**config.mk**
```make
export PLATFORM = sky130hd
export DESIGN_NAME = dma_loop_ctrl
export DESIGN_NICKNAME = d
export VERILOG_FILES = /design/src/rtl/dma_loop_pkg.sv /design/src/rtl/dma_xfer_seq.sv /design/src/rtl/dma_iter_cnt.sv /design/src/rtl/dma_link_sel.sv /design/src/rtl/dma_loop_ctrl.sv
export SDC_FILE = /design/constraint.sdc
export NUM_CORES = 1
export LEC_CHECK = 0
export BUFFER_PORTS_ARGS = -buffer_cell sky130_fd_sc_hd__buf_2
export CAP_MARGIN = 30
export CELL_PAD_IN_SITES_DETAIL_PLACEMENT = 0
export CELL_PAD_IN_SITES_GLOBAL_PLACEMENT = 1
export CORE_AREA = 2 2 116 118
export DETAILED_ROUTE_END_ITERATION = 16
export DIE_AREA = 0 0 118 120
export PLACE_DENSITY = 0.8
export SLEW_MARGIN = 15
export SYNTH_ARGS = -nofsm -noshare
export SYNTH_HDL_FRONTEND = slang
export SYNTH_HIERARCHICAL = 1
export SYNTH_SLANG_ARGS = --single-unit
```
**constraint.sdc**
```tcl
create_clock -name clk -period 3.77 [get_ports clk]
set_clock_uncertainty 0.2 [all_clocks]
set_input_delay 0.754 -clock clk [delete_from_list [all_inputs] [get_ports clk]]
set_output_delay 0.754 -clock clk [all_outputs]
set_load 0.05 [all_outputs]
```
**src/rtl/dma_loop_pkg.sv**
```systemverilog
package dma_loop_pkg;

   typedef enum logic [2:0] {
      SQ_IDLE  = 3'd0,
      SQ_RD    = 3'd1,
      SQ_WR    = 3'd2,
      SQ_STALL = 3'd3,
      SQ_END   = 3'd4
   } sq_state_t;

   // idle cycles after an access pair for a given throttle code
   function automatic logic [3:0] stall_cycles(input logic [1:0] code);
      case (code)
         2'd2:    stall_cycles = 4'd4;
         2'd3:    stall_cycles = 4'd8;
         default: stall_cycles = 4'd0;
      endcase
   endfunction

endpackage

```
**src/rtl/dma_xfer_seq.sv**
```systemverilog
module dma_xfer_seq
   import dma_loop_pkg::*;
#(
   parameter int unsigned NB_W     = 16,
   parameter int unsigned SZ_W     = 3,
   parameter bit          STALL_EN = 1'b1
) (
   input  logic            clk,
   input  logic            rst_n,
   input  logic            go,
   input  logic            chain,
   input  logic            cut,
   input  logic [NB_W-1:0] nbytes,
   input  logic [SZ_W-1:0] size_log2,
   input  logic [1:0]      stall_code,
   input  logic            rd_done,
   input  logic            wr_done,
   output logic            rd_req,
   output logic            wr_req,
   output logic            minor_end,
   output logic            busy,
   output logic            cut_taken
);

   localparam int unsigned MAX_UNIT_LOG = (1 << SZ_W) - 1;

   if (NB_W <= MAX_UNIT_LOG) begin : g_bad_width
      $error("dma_xfer_seq: NB_W too small for the largest access width");
   end

   sq_state_t       st;
   logic [NB_W-1:0] rem;
   logic [3:0]      stall_cnt;
   logic [3:0]      stall_n;
   logic            cut_q;
   logic [NB_W-1:0] unit;
   logic            last_pair;

   if (STALL_EN) begin : g_stall
      assign stall_n = stall_cycles(stall_code);
   end else begin : g_no_stall
      logic unused_code;
      assign unused_code = ^stall_code;
      assign stall_n     = 4'd0;
   end

   assign unit      = NB_W'(1) << size_log2;
   assign last_pair = (rem <= unit) | cut;

   always_ff @(posedge clk or negedge rst_n) begin
      if (!rst_n) begin
         st        <= SQ_IDLE;
         rem       <= '0;
         stall_cnt <= '0;
         cut_q     <= 1'b0;
      end else begin
         case (st)
            SQ_IDLE: begin
               if (go) begin
                  st    <= SQ_RD;
                  rem   <= nbytes;
                  cut_q <= 1'b0;
               end
            end
            SQ_RD: begin
               if (rd_done) st <= SQ_WR;
            end
            SQ_WR: begin
               if (wr_done) begin
                  if (stall_n != 4'd0) begin
                     st        <= SQ_STALL;
                     stall_cnt <= stall_n - 4'd1;
                  end else if (last_pair) begin
                     st    <= SQ_END;
                     cut_q <= cut;
                  end else begin
                     st  <= SQ_RD;
                     rem <= rem - unit;
                  end
               end
            end
            SQ_STALL: begin
               if (stall_cnt == 4'd0) begin
                  if (last_pair) begin
                     st    <= SQ_END;
                     cut_q <= cut;
                  end else begin
                     st  <= SQ_RD;
                     rem <= rem - unit;
                  end
               end else begin
                  stall_cnt <= stall_cnt - 4'd1;
               end
            end
            SQ_END: begin
               if (chain) begin
                  st    <= SQ_RD;
                  rem   <= nbytes;
                  cut_q <= 1'b0;
               end else begin
                  st <= SQ_IDLE;
               end
            end
            default: st <= SQ_IDLE;
         endcase
      end
   end

   assign rd_req    = (st == SQ_RD);
   assign wr_req    = (st == SQ_WR);
   assign minor_end = (st == SQ_END);
   assign busy      = (st != SQ_IDLE);
   assign cut_taken = minor_end & cut_q;


   wr_after_rd_chk: assert property (@(posedge clk) disable iff (!rst_n)
      $rose(wr_req) |-> $past(rd_done));

endmodule

```
**src/rtl/dma_iter_cnt.sv**
```systemverilog
module dma_iter_cnt #(
   parameter int unsigned IT_W = 9
) (
   input  logic            clk,
   input  logic            rst_n,
   input  logic            load,
   input  logic [IT_W-1:0] ld_biter,
   input  logic [IT_W-1:0] ld_citer,
   input  logic            step,
   input  logic            half_en,
   input  logic            major_en,
   input  logic            clr_int,
   input  logic            clr_done,
   output logic [IT_W-1:0] citer,
   output logic            last_iter,
   output logic            int_flag,
   output logic            done_flag,
   output logic            minor_pulse,
   output logic            major_pulse
);

   if (IT_W < 2) begin : g_bad_width
      $error("dma_iter_cnt: IT_W must be at least 2");
   end

   logic [IT_W-1:0] biter;
   logic [IT_W-1:0] nxt;
   logic            half_hit;
   logic            int_set;

   assign last_iter = (citer == IT_W'(1));
   assign nxt       = citer - IT_W'(1);
   assign half_hit  = (nxt == (biter >> 1));
   assign int_set   = step & ((major_en & last_iter) | (half_en & half_hit));

   always_ff @(posedge clk or negedge rst_n) begin
      if (!rst_n) begin
         biter       <= '0;
         citer       <= '0;
         int_flag    <= 1'b0;
         done_flag   <= 1'b0;
         minor_pulse <= 1'b0;
         major_pulse <= 1'b0;
      end else begin
         minor_pulse <= step;
         major_pulse <= step & last_iter;
         if (load) begin
            biter <= ld_biter;
            citer <= ld_citer;
         end else if (step) begin
            citer <= last_iter ? biter : nxt;
         end
         if (int_set)      int_flag <= 1'b1;
         else if (clr_int) int_flag <= 1'b0;
         if (step & last_iter) done_flag <= 1'b1;
         else if (clr_done)    done_flag <= 1'b0;
      end
   end


   reload_chk: assert property (@(posedge clk) disable iff (!rst_n)
      major_pulse |-> (citer == biter) && done_flag);


   step_down_chk: assert property (@(posedge clk) disable iff (!rst_n)
      (minor_pulse && !major_pulse) |-> (citer == $past(citer) - IT_W'(1)));

endmodule

```
**src/rtl/dma_link_sel.sv**
```systemverilog
module dma_link_sel #(
   parameter int unsigned CH_W  = 5,
   parameter int unsigned CH_ID = 3
) (
   input  logic            clk,
   input  logic            rst_n,
   input  logic            step,
   input  logic            last_iter,
   input  logic            cut_taken,
   input  logic            cont_mode,
   input  logic            minor_en,
   input  logic [CH_W-1:0] minor_ch,
   input  logic            major_en,
   input  logic [CH_W-1:0] major_ch,
   output logic            chain,
   output logic            link_start,
   output logic [CH_W-1:0] link_ch
);

   if (CH_ID >= (1 << CH_W)) begin : g_bad_id
      $error("dma_link_sel: CH_ID does not fit in CH_W bits");
   end

   localparam logic [CH_W-1:0] SELF = CH_W'(CH_ID);

   logic self_loop;

   assign self_loop = minor_en & cont_mode & (minor_ch == SELF);
   assign chain     = step & self_loop & ~last_iter & ~cut_taken;

   always_ff @(posedge clk or negedge rst_n) begin
      if (!rst_n) begin
         link_start <= 1'b0;
         link_ch    <= '0;
      end else begin
         link_start <= 1'b0;
         if (step) begin
            if (last_iter) begin
               if (major_en) begin
                  link_start <= 1'b1;
                  link_ch    <= major_ch;
               end
            end else if (minor_en && !self_loop) begin
               link_start <= 1'b1;
               link_ch    <= minor_ch;
            end
         end
      end
   end


   link_after_end_chk: assert property (@(posedge clk) disable iff (!rst_n)
      link_start |-> $past(step));

endmodule

```
**src/rtl/dma_loop_ctrl.sv**
```systemverilog
module dma_loop_ctrl #(
   parameter int unsigned NB_W     = 16,
   parameter int unsigned IT_W     = 9,
   parameter int unsigned CH_W     = 5,
   parameter int unsigned SZ_W     = 3,
   parameter int unsigned CH_ID    = 3,
   parameter bit          STALL_EN = 1'b1
) (
   input  logic            clk,
   input  logic            rst_n,
   input  logic            cfg_load,
   input  logic [NB_W-1:0] cfg_nbytes,
   input  logic [IT_W-1:0] cfg_biter,
   input  logic [IT_W-1:0] cfg_citer,
   input  logic [SZ_W-1:0] cfg_size,
   input  logic [1:0]      cfg_stall,
   input  logic            cfg_int_half,
   input  logic            cfg_int_major,
   input  logic            cfg_auto_off,
   input  logic            cfg_req_en,
   input  logic            cfg_major_link,
   input  logic [CH_W-1:0] cfg_major_ch,
   input  logic            cfg_minor_link,
   input  logic [CH_W-1:0] cfg_minor_ch,
   input  logic            cont_mode,
   input  logic            hw_req,
   input  logic            sw_start,
   input  logic            cancel,
   input  logic            err_cancel,
   input  logic            clr_int,
   input  logic            clr_done,
   input  logic            clr_err,
   input  logic            rd_done,
   input  logic            wr_done,
   output logic            rd_req,
   output logic            wr_req,
   output logic            minor_done,
   output logic            major_done,
   output logic            int_flag,
   output logic            done_flag,
   output logic            req_en,
   output logic            link_start,
   output logic [CH_W-1:0] link_ch,
   output logic            active,
   output logic [IT_W-1:0] cur_iter,
   output logic            cfg_err,
   output logic            cancel_err
);

   // descriptor fields held for the channel
   logic [NB_W-1:0] nb_q;
   logic [SZ_W-1:0] size_q;
   logic [1:0]      stall_q;
   logic            half_q;
   logic            mjint_q;
   logic            auto_q;
   logic            mjl_q;
   logic [CH_W-1:0] mjch_q;
   logic            mnl_q;
   logic [CH_W-1:0] mnch_q;

   logic valid_q;
   logic start_pend;
   logic cancel_pend;
   logic cancel_kind;

   logic busy;
   logic minor_end;
   logic cut_taken;
   logic last_iter;
   logic chain;
   logic take_load;
   logic bad_cfg;
   logic go;
   logic cut;
   logic cancel_any;

   assign take_load  = cfg_load & ~busy;
   assign bad_cfg    = (cfg_nbytes == '0) | (cfg_biter == '0) | (cfg_biter != cfg_citer);
   assign go         = ~busy & ~cfg_load & valid_q & (start_pend | (hw_req & req_en));
   assign cancel_any = cancel | err_cancel;
   assign cut        = cancel_pend | (busy & cancel_any);

   always_ff @(posedge clk or negedge rst_n) begin
      if (!rst_n) begin
         nb_q    <= '0;
         size_q  <= '0;
         stall_q <= '0;
         half_q  <= 1'b0;
         mjint_q <= 1'b0;
         auto_q  <= 1'b0;
         mjl_q   <= 1'b0;
         mjch_q  <= '0;
         mnl_q   <= 1'b0;
         mnch_q  <= '0;
      end else if (take_load) begin
         nb_q    <= cfg_nbytes;
         size_q  <= cfg_size;
         stall_q <= cfg_stall;
         half_q  <= cfg_int_half;
         mjint_q <= cfg_int_major;
         auto_q  <= cfg_auto_off;
         mjl_q   <= cfg_major_link;
         mjch_q  <= cfg_major_ch;
         mnl_q   <= cfg_minor_link;
         mnch_q  <= cfg_minor_ch;
      end
   end

   always_ff @(posedge clk or negedge rst_n) begin
      if (!rst_n) begin
         valid_q     <= 1'b0;
         cfg_err     <= 1'b0;
         req_en      <= 1'b0;
         start_pend  <= 1'b0;
         cancel_pend <= 1'b0;
         cancel_kind <= 1'b0;
         cancel_err  <= 1'b0;
      end else begin
         // descriptor acceptance and configuration error
         if (take_load) begin
            valid_q <= ~bad_cfg;
            cfg_err <= bad_cfg;
         end else if (clr_err) begin
            cfg_err <= 1'b0;
         end
         // hardware request enable with automatic clear
         if (take_load)                            req_en <= cfg_req_en;
         else if (minor_end && last_iter && auto_q) req_en <= 1'b0;
         // software start bit
         if (take_load)     start_pend <= 1'b0;
         else if (go)       start_pend <= 1'b0;
         else if (sw_start) start_pend <= 1'b1;
         // cancel request held until the minor loop retires
         if (minor_end) begin
            cancel_pend <= 1'b0;
            cancel_kind <= 1'b0;
         end else if (busy && cancel_any) begin
            cancel_pend <= 1'b1;
            cancel_kind <= cancel_kind | err_cancel;
         end
         if (cut_taken && cancel_kind) cancel_err <= 1'b1;
         else if (clr_err)             cancel_err <= 1'b0;
      end
   end

   dma_xfer_seq #(
      .NB_W     (NB_W),
      .SZ_W     (SZ_W),
      .STALL_EN (STALL_EN)
   ) u_seq (
      .clk        (clk),
      .rst_n      (rst_n),
      .go         (go),
      .chain      (chain),
      .cut        (cut),
      .nbytes     (nb_q),
      .size_log2  (size_q),
      .stall_code (stall_q),
      .rd_done    (rd_done),
      .wr_done    (wr_done),
      .rd_req     (rd_req),
      .wr_req     (wr_req),
      .minor_end  (minor_end),
      .busy       (busy),
      .cut_taken  (cut_taken)
   );

   dma_iter_cnt #(
      .IT_W (IT_W)
   ) u_iter (
      .clk         (clk),
      .rst_n       (rst_n),
      .load        (take_load),
      .ld_biter    (cfg_biter),
      .ld_citer    (cfg_citer),
      .step        (minor_end),
      .half_en     (half_q),
      .major_en    (mjint_q),
      .clr_int     (clr_int),
      .clr_done    (clr_done),
      .citer       (cur_iter),
      .last_iter   (last_iter),
      .int_flag    (int_flag),
      .done_flag   (done_flag),
      .minor_pulse (minor_done),
      .major_pulse (major_done)
   );

   dma_link_sel #(
      .CH_W  (CH_W),
      .CH_ID (CH_ID)
   ) u_link (
      .clk        (clk),
      .rst_n      (rst_n),
      .step       (minor_end),
      .last_iter  (last_iter),
      .cut_taken  (cut_taken),
      .cont_mode  (cont_mode),
      .minor_en   (mnl_q),
      .minor_ch   (mnch_q),
      .major_en   (mjl_q),
      .major_ch   (mjch_q),
      .chain      (chain),
      .link_start (link_start),
      .link_ch    (link_ch)
   );

   assign active = busy;


   err_blocks_start_chk: assert property (@(posedge clk) disable iff (!rst_n)
      cfg_err |-> !active);


   auto_off_chk: assert property (@(posedge clk) disable iff (!rst_n)
      (major_done && auto_q) |-> !req_en);


   cancel_retired_chk: assert property (@(posedge clk) disable iff (!rst_n)
      !active |-> !cancel_pend);

endmodule

```
; ---- After elaboration in Yosys (flattened, before gate mapping)
; Index checks and enable logic that the tools add are counted.
[classes]
reduce_logical = 27
mux = 53
magnitude_cmp = 1
add_sub_neg = 4
shift = 1
n_bitwise = 29
n_eq_ne = 19
[ops]
columns = op, count
row1 = 16-bit two-way mux, 6
row2 = 16-bit one-hot mux with 4 select lines, 1
row3 = 1-bit two-way mux, 27
row4 = 9-bit two-way mux, 3
row5 = 3-bit two-way mux, 6
row6 = 2-bit nonzero test, 9
row7 = 1-bit AND, 16
row8 = 16-bit less-or-equal comparator, 1
row9 = 16-bit zero test, 1
row10 = 4-bit one-hot mux with 2 select lines, 2
row11 = 1-bit by 3-bit left shift with 16-bit output (first input constant), 1
row12 = 16-bit subtractor, 1
row13 = 5-bit two-way mux, 3
row14 = 3-bit one-hot mux with 5 select lines, 1
row15 = 2-bit != test (second input constant), 7
row16 = 4-bit two-way mux, 3
row17 = 9-bit by 1-bit equality test with 1-bit output (second input constant), 1
row18 = 9-bit by 8-bit equality test with 1-bit output, 1
row19 = 9-bit zero test, 1
row20 = 9-bit != test, 1
row21 = 9-bit by 1-bit subtractor with 9-bit output (second input constant), 1
row22 = 1-bit OR, 8
row23 = 4-bit AND reduction, 2
row24 = 4-bit nonzero test, 2
row25 = other kinds (16), 29
[word_totals]
word_cells = 163
ff_bits = 95

; ---- Depth between registers and ports, before layout
[logic_depth]
ltp_word = 8
depth_mapped = 13

; ---- By module
; Netlist, hierarchy kept.
[modules_own_cells]
columns = mod, area_per_inst_um2, cells_per_inst, seq_area_each_um2, n_inst
row1 = dma_xfer_seq, 1914.3, 229, 600.6, 1
row2 = dma_loop_ctrl, 1800.5, 200, 1076.0, 1
row3 = dma_iter_cnt, 1412.6, 147, 550.5, 1
row4 = dma_link_sel, 346.6, 23, 150.1, 1

; ---- Least setup slack after synthesis
; Ideal clock, no wire load.
[synth_path]
path_kind = register to register
from = register u_iter.citer[1]
to = register u_seq.rem[15]
synth_period_minus_slack_ps = 3520
stages_incl_launch_ff = 13
setup_ps = 134
path_slack_ps = 250
path_buffers = 1
arrival_time_ps = 3186
path_cell_list = dfrtp_1 > inv_1 > ha_1 > nor4b_4 > nand2_2 > clkinv_1 > buf_2 > nor4b_1 > o221ai_1 > a21o_1 > or4_1 > o21ai_0 > a22oi_1
[synth_via]
elab_chain_cells = 6
[synth_lines]
columns = item, line
row1 = start: declaration, dma_iter_cnt.sv:14  ; output logic [IT_W-1:0] citer,
row2 = start signal: assignment, dma_iter_cnt.sv:49  ; citer <= ld_citer;
row3 = start signal: assignment, dma_iter_cnt.sv:51  ; citer <= last_iter ? biter : nxt;
row4 = 9-bit by 1-bit equality test with 1-bit output, dma_iter_cnt.sv:31  ; assign last_iter = (citer == IT_W'(1));
row5 = net last_iter, dma_loop_ctrl.sv:70  ; logic last_iter;
row6 = 1-bit NOT, dma_link_sel.sv:29  ; assign chain = step & self_loop & ~last_iter & ~cut_taken;
row7 = 1-bit AND (2 in series), dma_link_sel.sv:29
row8 = net chain, dma_loop_ctrl.sv:71  ; logic chain;
row9 = 2-bit != test (no line), n/a
row10 = 6-bit AND reduction (no line), n/a
row11 = end signal: assignment, dma_xfer_seq.sv:78  ; rem <= rem - unit;
row12 = end signal: assignment, dma_xfer_seq.sv:89  ; rem <= rem - unit;
row13 = end signal: assignment, dma_xfer_seq.sv:98  ; rem <= nbytes;
row14 = end: declaration, dma_xfer_seq.sv:32  ; logic [NB_W-1:0] rem;
; The timed path passes the listed nets, and every way through them passes these cells.
; A chain may end at the register's enable or synchronous reset.

; ---- Final worst setup path
[layout_path]
from = register u_iter.citer[1]
to = register u_seq.rem[0]
; The elaborated chain is that of the path after synthesis.

==> metrics.cfg <==
[run_status]
outcome=complete, no violations

[critical_path]
worstSetupEndpointType=register
crit_path_frequent_cell=a21oi_1
path_class=reg -> reg
path_cells=inv_1 -> ha_1 -> nor4b_4 -> nand2_2 -> clkinv_1 -> nor4b_1 -> o221ai_1 -> a21oi_1 -> o211ai_4 -> buf_4 -> a211oi_1 -> a21oi_1
startpoint_type=register
crit_slowest_cell=nor4b_1
critical_path_required_ns=3.79
startpoint=u_iter/citer[1]
timing.rr.start=u_iter/citer[1]
cp.arrival_ns=3.35
cpPeakStageDelay_ns=0.50
crit_fanout=15

[floorplan]
start_util=0.422
core_mm2=0.0130
ioPinCount=93
die_y_um=120
die_w_um=118
fp-row-count=42
die_area_mm2=0.0142

[finish]
syn_to_final_growth_pct=18.1
fin_cells=874
nets=772
seqCellArea_mm2=0.00238
multi_input_area_mm2=0.00289
nFillCells=1246
fin_util=0.498
final_cell_area_mm2=0.00647
layout-drive-gt1-share=0.237

[place]
port_buffers=92
place.gp.congestion=0.839
place_inst=857
post-dp-hpwl_mm=10.3
place_area_mm2=0.00614

[power_and_ir_drop]
clkPwrFrac=0.164
comb_power_share=0.519
ir_drop_uv=470
swShare=0.460
p_int_mw=3.31
p_seq_frac=0.316
powerDensity_mw_per_mm2=948
p_leak_nw=2.97
netSwitchingPower_mw=2.82

[sta]
max_slew.worst_pin.slew_ns=0.821
setup_viol=0
tns_ns=0
rsz0062_at_grt=no
slew_headroom=0.452
period_share=0.881
hold_viol_final=0
slew_violations=0
fin_crit_ns=3.32
clock.fmax_mhz=301

[drt]
wirelength_mm=14.0
drc_errors=0
drtPass1Iterations=4
vias=4628
ant_nets=0
drtIter0Drc=297
wl_per_cell_um=16.0
via_per_inst=5.30

[job]
maxCapViolCount=0

[cts]
tritoncts=built
cts_max_path_buffers=2
root_buffer=clkbuf_16
cts-buffers-inserted=9
cts.sinks=95
htreeDepth=3
hold_buffers=0
clkSlewWorstSetupHoldPaths_ns=0.07
cts.repair.resized=0
postCtsSetupBuffers=0
clock_latency_ns=0.35

[grt]
grt_max_degree=51
grt_pass1_vias=4667
grt_first_pass_wirelength_mm=23.3
grt_usage=0.207
grt.overflow.total=0
grt_antenna_before_repair=1

[synthesis]
netlist_instances=599
synth_ff_type=dfrtp_1
synth_seq_cells=95
ys_seq_area_frac=0.434
yosysWarnings=6
synth_area_mm2=0.00547
async_reset_ff_frac=1.00
synth_cell_type_count=78
synth_edf_count=0
syn_nets=679
syn_area_per_cell_um2=9.14

[min_path]
hp-class=in -> async

==> cell type report <==
class / count / share of cell area
timing repair buffer: 109 / 0.0913
sequential: 95 / 0.368
clock inverter: 7 / 0.0159
clock buffer: 9 / 0.0348
multi-input combinational: 461 / 0.447
inverter: 16 / 0.00929
antenna: 1 / 0.000387
tap: 176 / 0.0340
==> registers in the layout, indices dropped and copies added, names as in the netlist, 2 cells and up <==
name             count
mjch_q               5
stall_q              2
u_iter/biter         9
u_link/link_ch       5
u_seq/rem           16
mnch_q               5
u_seq/st             3
nb_q                16
u_iter/citer         9
u_seq/stall_cnt      4
size_q               3
==> cells by family (layout without fill, tap and decap cells) <==
kind of cell               after synthesis  in the layout  synth area share
xor gates and xnor gates                24             24            0.0409
muxes                                   24             24            0.0514
other                                    0              1                 0
buffers and inverters                   43            141            0.0389
DFF                                     95             95             0.434
AOI/OAI and AO/OA                      125            125             0.157
adders and majority gates               12             12            0.0288
and+or+nand+nor                        276            276             0.249
==> layer usage <==
layer  vias up  GRT usage  routed length, um
li1       2295          -                  -
met1      2212      0.262               6270
met2       108      0.354               6880
met3        13     0.0475                644
met4         0     0.0595                174
met5         -          0                  0
==> cell usage in the layout, fill, tap and decap left out, types with 8 or more instances in the layout <==
cell type,n
mux2_2,13
a21oi_1,25
inv_1,13
clkbuf_16,9
o21ai_0,30
xor2_1,13
nand2_1,161
nor2_1,28
dfrtp_1,95
buf_4,18
nor4_1,8
ha_1,11
xnor2_1,10
buf_2,91
nor3_1,11
nand2b_1,9
nor2b_1,11
==> stage by stage <==
stage          total power, mW  hold WS (ns)  setup slack, ns
6_report                  6.13         0.226            0.449
5_1_grt                   6.63         0.281            0.148
4_1_cts                   6.16         0.246            0.467
3_5_place_dp              5.12         0.263            0.480
3_3_place_gp              5.04         0.256            0.578
2_1_floorplan             4.35         0.240            0.250
==> worst max-delay path: cells and delay by family, from the launching register on <==
| kind | cells | cell delay, ns |
|---|---|---|
| adder cells (fa/ha/maj) | 1 | 0.19 |
| AO/OA/AOI/OAI | 5 | 1.04 |
| flip-flops | 1 | 0.45 |
| buffers and inverters | 3 | 0.45 |
| AND/OR/NAND/NOR | 3 | 0.86 |
==> final timing paths <==
check / end / slack [ns] / cells past startpoint
max in group asynchronous: u_iter/citer[8] / 2.37 / 2
hold / removal: nb_q[10] / 0.23 / 1
min in group clk: mjch_q[3] / 0.27 / 2
setup / recovery: u_seq/rem[0] / 0.45 / 12
setup reg to reg: u_seq/rem[0] / 0.45 / 12
hold reg to reg: mjch_q[3] / 0.27 / 2
==> power groups by stage <==
stage | logic (mW) | registers (mW) | clock network, mW
2_1_floorplan | 2.27 | 2.08 | 0
5_1_grt | 3.54 | 2.01 | 1.08
4_1_cts | 3.18 | 1.94 | 1.04
3_3_place_gp | 3.11 | 1.93 | 0
3_5_place_dp | 3.17 | 1.95 | 0
6_report | 3.18 | 1.94 | 1.01
==> cell usage after synthesis (6+ instances only) <==
cell / count / area (um^2)
a211oi_1: 6 / 45.0
a21oi_1: 25 / 125
buf_2: 6 / 30.0
clkbuf_1: 13 / 48.8
dfrtp_1: 95 / 2380
ha_1: 11 / 138
inv_1: 14 / 52.6
mux2_2: 13 / 146
mux2i_1: 6 / 60.1
nand2_1: 161 / 604
nand2b_1: 9 / 56.3
nand3_1: 6 / 30.0
nand4_1: 6 / 37.5
nor2_1: 28 / 105
nor2b_1: 11 / 68.8
nor3_1: 12 / 60.1
nor4_1: 8 / 50.1
o21ai_0: 30 / 150
o22ai_1: 6 / 37.5
xnor2_1: 10 / 87.6
xor2_1: 13 / 114
No activity file was read; power rests on OpenSTA's default activity.
